<file path="src/rtl/can_filt_pkg.sv">
package can_filt_pkg;

    localparam int WORD_W       = 32;
    localparam int HALF_W       = 16;
    localparam int ENT_MAX      = 4;
    localparam int CFG_REGS     = 5;
    localparam int OFS_SCALE    = 0;
    localparam int OFS_MODE     = 1;
    localparam int OFS_EN       = 2;
    localparam int OFS_FIFO     = 3;
    localparam int OFS_INIT     = 4;

    typedef struct packed {
        logic [10:0] sid;
        logic [17:0] eid;
        logic        ide;
        logic        rtr;
    } frame_id_t;

    typedef struct packed {
        logic [WORD_W-1:0] w1;
        logic [WORD_W-1:0] w2;
    } bank_words_t;

    typedef struct packed {
        logic wide;
        logic list;
        logic en;
        logic fifo;
    } bank_cfg_t;

    function automatic logic [WORD_W-1:0] pack_word32(frame_id_t f);
        return {f.sid, f.eid, f.ide, f.rtr, 1'b0};
    endfunction

    function automatic logic [HALF_W-1:0] pack_word16(frame_id_t f);
        return {f.sid, f.ide, f.rtr, f.eid[17:15]};
    endfunction

    function automatic logic [2:0] entries_of(logic wide, logic list);
        case ({wide, list})
            2'b10:   return 3'd1;
            2'b11:   return 3'd2;
            2'b00:   return 3'd2;
            default: return 3'd4;
        endcase
    endfunction

    function automatic logic [1:0] first_hit(logic [ENT_MAX-1:0] h);
        if (h[0])      return 2'd0;
        else if (h[1]) return 2'd1;
        else if (h[2]) return 2'd2;
        else           return 2'd3;
    endfunction

endpackage

</file>
<file path="src/rtl/can_filt_regs.sv">
module can_filt_regs
    import can_filt_pkg::*;
#(
    parameter int NUM_BANKS = 14,
    parameter int ADDR_W    = 6
) (
    input  logic                              clk,
    input  logic                              rst,
    input  logic                              we,
    input  logic [ADDR_W-1:0]                 addr,
    input  logic [WORD_W-1:0]                 wdata,
    output bank_words_t [NUM_BANKS-1:0]       words_o,
    output bank_cfg_t   [NUM_BANKS-1:0]       cfg_o,
    output logic                              init_o
);

    localparam logic [ADDR_W-1:0] A_WORD_END = ADDR_W'(2 * NUM_BANKS);
    localparam logic [ADDR_W-1:0] A_SCALE    = ADDR_W'(2 * NUM_BANKS + OFS_SCALE);
    localparam logic [ADDR_W-1:0] A_MODE     = ADDR_W'(2 * NUM_BANKS + OFS_MODE);
    localparam logic [ADDR_W-1:0] A_EN       = ADDR_W'(2 * NUM_BANKS + OFS_EN);
    localparam logic [ADDR_W-1:0] A_FIFO     = ADDR_W'(2 * NUM_BANKS + OFS_FIFO);
    localparam logic [ADDR_W-1:0] A_INIT     = ADDR_W'(2 * NUM_BANKS + OFS_INIT);

    bank_words_t [NUM_BANKS-1:0] words_q;
    logic [NUM_BANKS-1:0]        scale_q, mode_q, en_q, fifo_q;
    logic                        init_q;

    always_ff @(posedge clk) begin
        if (rst) begin
            words_q <= '0;
            scale_q <= '0;
            mode_q  <= '0;
            en_q    <= '0;
            fifo_q  <= '0;
            init_q  <= 1'b1;
        end else if (we) begin
            if (addr == A_INIT) begin
                init_q <= wdata[0];
            end else if (init_q) begin
                if (addr < A_WORD_END) begin
                    if (addr[0]) words_q[addr[ADDR_W-1:1]].w2 <= wdata;
                    else         words_q[addr[ADDR_W-1:1]].w1 <= wdata;
                end else begin
                    case (addr)
                        A_SCALE: scale_q <= wdata[NUM_BANKS-1:0];
                        A_MODE:  mode_q  <= wdata[NUM_BANKS-1:0];
                        A_EN:    en_q    <= wdata[NUM_BANKS-1:0];
                        A_FIFO:  fifo_q  <= wdata[NUM_BANKS-1:0];
                        default: ;
                    endcase
                end
            end
        end
    end

    for (genvar b = 0; b < NUM_BANKS; b++) begin : g_cfg
        assign cfg_o[b] = '{wide: scale_q[b], list: mode_q[b], en: en_q[b], fifo: fifo_q[b]};
    end

    assign words_o = words_q;
    assign init_o  = init_q;

endmodule

</file>
<file path="src/rtl/can_filt_bank.sv">
module can_filt_bank
    import can_filt_pkg::*;
(
    input  bank_words_t         words,
    input  logic                wide,
    input  logic                list,
    input  frame_id_t           fid,
    output logic [ENT_MAX-1:0]  hit_o
);

    logic [WORD_W-1:0] w32;
    logic [HALF_W-1:0] w16;

    assign w32 = pack_word32(fid);
    assign w16 = pack_word16(fid);

    always_comb begin
        hit_o = '0;
        case ({wide, list})
            2'b10: begin
                hit_o[0] = ((w32 ^ words.w1) & words.w2) == '0;
            end
            2'b11: begin
                hit_o[0] = (w32 == words.w1);
                hit_o[1] = (w32 == words.w2);
            end
            2'b00: begin
                hit_o[0] = ((w16 ^ words.w1[15:0]) & words.w1[31:16]) == '0;
                hit_o[1] = ((w16 ^ words.w2[15:0]) & words.w2[31:16]) == '0;
            end
            default: begin
                hit_o[0] = (w16 == words.w1[15:0]);
                hit_o[1] = (w16 == words.w1[31:16]);
                hit_o[2] = (w16 == words.w2[15:0]);
                hit_o[3] = (w16 == words.w2[31:16]);
            end
        endcase
    end

endmodule

</file>
<file path="src/rtl/can_filt_pick.sv">
module can_filt_pick
    import can_filt_pkg::*;
#(
    parameter int NUM_BANKS = 14,
    parameter int IDX_W     = 6
) (
    input  logic [NUM_BANKS-1:0][ENT_MAX-1:0] hits,
    input  bank_cfg_t [NUM_BANKS-1:0]         cfg,
    output logic                              found_o,
    output logic [IDX_W-1:0]                  idx_o,
    output logic                              fifo_o
);

    always_comb begin
        logic [IDX_W-1:0]   base;
        logic [ENT_MAX-1:0] live;
        found_o = 1'b0;
        idx_o   = '0;
        fifo_o  = 1'b0;
        base    = '0;
        for (int b = 0; b < NUM_BANKS; b++) begin
            live = hits[b] & {ENT_MAX{cfg[b].en}};
            if (!found_o && (live != '0)) begin
                found_o = 1'b1;
                fifo_o  = cfg[b].fifo;
                idx_o   = base + IDX_W'(first_hit(live));
            end
            base = base + IDX_W'(entries_of(cfg[b].wide, cfg[b].list));
        end
    end

endmodule

</file>
<file path="src/rtl/can_filt_top.sv">
module can_filt_top
    import can_filt_pkg::*;
#(
    parameter int NUM_BANKS = 14
) (
    input  logic                               clk,
    input  logic                               rst,
    input  logic                               frm_valid,
    input  logic [10:0]                        frm_sid,
    input  logic [17:0]                        frm_eid,
    input  logic                               frm_ide,
    input  logic                               frm_rtr,
    input  logic                               cfg_we,
    input  logic [$clog2(2*NUM_BANKS+5)-1:0]   cfg_addr,
    input  logic [31:0]                        cfg_wdata,
    output logic                               res_valid,
    output logic                               res_accept,
    output logic [$clog2(4*NUM_BANKS)-1:0]     res_index,
    output logic                               res_fifo
);

    localparam int ADDR_W = $clog2(2 * NUM_BANKS + CFG_REGS);
    localparam int IDX_W  = $clog2(ENT_MAX * NUM_BANKS);

    frame_id_t                        fid;
    bank_words_t [NUM_BANKS-1:0]      regs_w;
    bank_cfg_t   [NUM_BANKS-1:0]      cfg_w;
    logic                             init_w;
    logic [NUM_BANKS-1:0][ENT_MAX-1:0] hits_w;
    logic                             found_w, fifo_w;
    logic [IDX_W-1:0]                 idx_w;
    logic                             take_w;

    assign fid = '{sid: frm_sid, eid: frm_eid, ide: frm_ide, rtr: frm_rtr};

    can_filt_regs #(.NUM_BANKS(NUM_BANKS), .ADDR_W(ADDR_W)) regs_i (
        .clk(clk), .rst(rst), .we(cfg_we), .addr(cfg_addr), .wdata(cfg_wdata),
        .words_o(regs_w), .cfg_o(cfg_w), .init_o(init_w)
    );

    for (genvar b = 0; b < NUM_BANKS; b++) begin : g_bank
        can_filt_bank bank_i (
            .words(regs_w[b]), .wide(cfg_w[b].wide), .list(cfg_w[b].list),
            .fid(fid), .hit_o(hits_w[b])
        );
    end

    can_filt_pick #(.NUM_BANKS(NUM_BANKS), .IDX_W(IDX_W)) pick_i (
        .hits(hits_w), .cfg(cfg_w), .found_o(found_w), .idx_o(idx_w), .fifo_o(fifo_w)
    );

    assign take_w = frm_valid && found_w && !init_w;

    always_ff @(posedge clk) begin
        if (rst) begin
            res_valid  <= 1'b0;
            res_accept <= 1'b0;
            res_index  <= '0;
            res_fifo   <= 1'b0;
        end else begin
            res_valid  <= frm_valid;
            res_accept <= take_w;
            res_index  <= take_w ? idx_w : '0;
            res_fifo   <= take_w ? fifo_w : 1'b0;
        end
    end

endmodule

</file>
<file path="config.mk">
export PLATFORM = sky130hd
export DESIGN_NAME = can_filt_top
export DESIGN_NICKNAME = d
export VERILOG_FILES = /design/src/rtl/can_filt_pkg.sv /design/src/rtl/can_filt_regs.sv /design/src/rtl/can_filt_bank.sv /design/src/rtl/can_filt_pick.sv /design/src/rtl/can_filt_top.sv
export SDC_FILE = /design/constraint.sdc
export NUM_CORES = 2
export LEC_CHECK = 0
export ABC_AREA = 1
export ABC_CLOCK_PERIOD_IN_PS = 24700
export BUFFER_PORTS_ARGS = -buffer_cell sky130_fd_sc_hd__buf_4
export CAP_MARGIN = 40
export CORE_MARGIN = 1.5
export CORE_UTILIZATION = 42
export CTS_BUF_LIST = sky130_fd_sc_hd__clkbuf_8
export CTS_CLUSTER_SIZE = 16
export DETAILED_ROUTE_END_ITERATION = 16
export MAX_ROUTING_LAYER = met4
export PLACE_DENSITY = 0.63
export SLEW_MARGIN = 25
export SYNTH_ARGS = -nofsm -noshare
export SYNTH_HDL_FRONTEND = slang
export SYNTH_HIERARCHICAL = 1
export SYNTH_SLANG_ARGS = --single-unit
export TNS_END_PERCENT = 10
</file>
<file path="constraint.sdc">
create_clock -name clk -period 24.7 [get_ports clk]
set_input_delay 2.47 -clock clk [delete_from_list [all_inputs] [get_ports clk]]
set_output_delay 2.47 -clock clk [all_outputs]
set_load 0.05 [all_outputs]
</file>
==> results.cfg <==
[run_status]
status = complete, no violations

[detailed_routing]
drc = 0
route.met2.wl_mm = 138
wl_mm = 319
wl_per_cell_um = 20.5
drtIter0Drc = 9188
dr_wl_met3_mm = 28.2
viasPerCell = 5.16
drt-pass1-iter-count = 9
ant_nets = 0
route.vias.total = 80400
top_layer_used = met4
drt-met1-wl_mm = 138

[critical_path]
cp_slowest_stage_delay_ps = 440
r2r_start = regs_i/mode_q[0]
cp-end-kind = register
critPathSlowestCell = dfxtp_1
r2r-end = res_index[5]
crit_required_ps = 25530
cp_max_fo = 6
rrSetupSlack_ps = 15840
reg2regPathDepth = 57
crit_path_start_kind = register
crit_path_end = res_index[5]
critPathLaunch = regs_i/mode_q[0]
cpMostUsedCell = nand2_1
critical_path_arrival_ps = 9680
worstSetupPathType = reg2reg

[pwr]
power_density_nw_per_um2 = 49.6
p_leak_uw = 0.0394
peakVddDrop_uv = 53.8
fin_total_pwr_uw = 4000

[grt]
grt_pass1_wl_mm = 465
grt_pass1_vias = 70400
grt_max_degree = 228
antenna_found_initial = 20
track_usage_pct = 35.4
grt_overflow = 0

[clock_network]
numCtsBuffers = 173
clk_pin_slew_ps = 60
root_buffer = clkbuf_8
cts_setup_buffers = 0
clock_path_buffers = 3
cts_sinks = 962
clk_latency_ps = 990
cts_resized = 0
cts.htree.levels = 4
hold_buffers = 0
cts_tree = built

[final_layout]
nets = 13200
seqCellArea_um2 = 19300
post-route-cell-area_um2 = 80600
layout-drive-gt1-share_pct = 6.03
multi_input_area_um2 = 45500
area_delta_synth_final_pct = 8.68
n_fill_cell = 19400

[sta]
report.final.slew_viol_count = 0
rsz0062_at_grt = false
finalSetupViolCount = 0
max_slew_margin_pct = 24.4
fin_crit_ps = 8860
finClkSkew_ps = 75.7
setup_tns_ps = 0
max_freq_mhz = 113
hold_viol = 0
tightest_slew_ps = 1130
min_period_over_period_pct = 35.9

[synth]
syn_area_per_cell_um2 = 5.65
syn_inst = 13100
yosysSeqAreaShare_pct = 26.0
synth.largest_area_cell = dfxtp_1
ys_ff_latch = 962
synth.area.top_cells = dfxtp_1 26%, nand2_1 22%, nor2_1 11%
synth_top_area_share_pct = 26.0
syn-num-nets = 13300
yosysWarnings = 6
syn-cell-area_um2 = 74200
synthDistinctLibCells = 58

[die]
start_util_pct = 42.2
core_area_um2 = 176000
fp.dieArea_um2 = 179000
ios = 82
fp.dieH_um = 423
rows = 154
die_w_um = 423

[place]
placed_area_um2 = 76700
dp_hpwl_mm = 227
io_buffers = 81
gp_congestion = 1.03

[job]
cap_violations = 0

[worst_hold_path]
hold_class = reg2reg
-- worst max-delay path, delay by kind of cell (launching register included) --
kind | cells | cell delay, ps
flip-flops | 1 | 440
adder cells (fa/ha/maj) | 13 | 3980
buffers and inverters | 13 | 810
AO/OA/AOI/OAI | 1 | 160
AND/OR/NAND/NOR | 28 | 2860
XOR/XNOR | 2 | 430
-- cell type report --
type / count / share of cell area (%)
clock buffer: 217 / 3.70
multi-input combinational: 9789 / 56.4
antenna: 24 / 0.0745
tap: 2340 / 3.63
inverter: 1931 / 9.00
timing repair buffer: 202 / 2.34
sequential: 962 / 23.9
clock inverter: 103 / 0.941
-- worst min path at each step --
stage | cells after the start | start | slack [ps] | to
4_1_cts | 2 | regs_i/words_o[598] | 490 | regs_i/words_o[598]
2_1_floorplan | 2 | regs_i/words_o[598] | 450 | regs_i/words_o[598]
5_1_grt | 2 | regs_i/words_o[598] | 530 | regs_i/words_o[598]
3_5_place_dp | 2 | regs_i/words_o[598] | 490 | regs_i/words_o[598]
3_3_place_gp | 2 | regs_i/words_o[598] | 490 | regs_i/words_o[598]
6_report | 2 | regs_i/words_o[598] | 500 | regs_i/words_o[598]
-- metal layers --
metal,vias up,track usage (%)
li1,40000,-
met1,36200,47.1
met2,3565,53.1
met3,630,5.22
met4,0,15.8
met5,-,-
-- logic make-up (layout without fill, tap and decap cells) --
family,count (synthesis),count (layout),synth area share (%)
DFF,962,962,26.0
and+or+nand+nor,8013,8013,44.8
buffers and inverters,2386,2453,12.8
adders and majority gates,96,96,1.70
other,0,24,0
xor gates and xnor gates,630,630,7.45
AOI/OAI and AO/OA,1050,1050,7.28
-- power breakdown --
group / leakage, uW / switching [uW] / internal, uW
combinational: 0.0295 / 558 / 217
sequential: 0.00775 / 18.3 / 1560
clock: 0.00211 / 763 / 883
total: 0.0394 / 1340 / 2660
-- stage by stage --
step	hold WS, ps	worst slack [ps]	utilization, %	std cells
after floorplan	451	16760	-	13100
after global placement	487	15900	43.4	15200
after detailed placement	485	15920	43.7	15200
after CTS	494	15820	45.8	15500
after global routing	533	14950	45.9	15600
final	498	15840	45.9	15600
-- cells in the final DEF (no fill, tap or decap), drive strengths merged, types with 9 or more instances in the layout --
master       n
nor3b       15
dfxtp      962
nor3       129
xor2       263
o21ai      622
ha          88
nor2      2167
o211ai      14
clkinv      29
xnor2      367
nand4      139
inv       1988
clkinvlp     9
nor4b       14
nor4        28
or2        116
nand3      959
buf        201
a21oi      384
diode       24
nand2     4426
clkbuf     218
and2        16
-- cells in the mapped netlist, drive strengths merged --
cell type	number
a211oi	4
a21oi	384
a221oi	7
a22o	1
a22oi	1
a31oi	5
and2	16
buf	233
clkbuf	222
clkinv	2
dfxtp	962
fa	8
ha	88
inv	1929
nand2	4426
nand3	959
nand3b	3
nand4	139
nor2	2167
nor3	129
nor3b	15
nor4	28
nor4b	14
o2111a	1
o2111ai	1
o211ai	14
o21ai	622
o21bai	3
o221ai	3
o22ai	3
o31ai	1
or2	116
or4	1
xnor2	367
xor2	263
-- registers in the layout, indices dropped and copies added, names as in the netlist --
name and count:
regs_i/fifo_q 14, regs_i/en_q 14, res_accept 1, regs_i/init_o 1
res_index 6, regs_i/mode_q 14, res_fifo 1, regs_i/scale_q 14
res_valid 1, regs_i/words_o 896
Power figures use the tool's default switching activity.
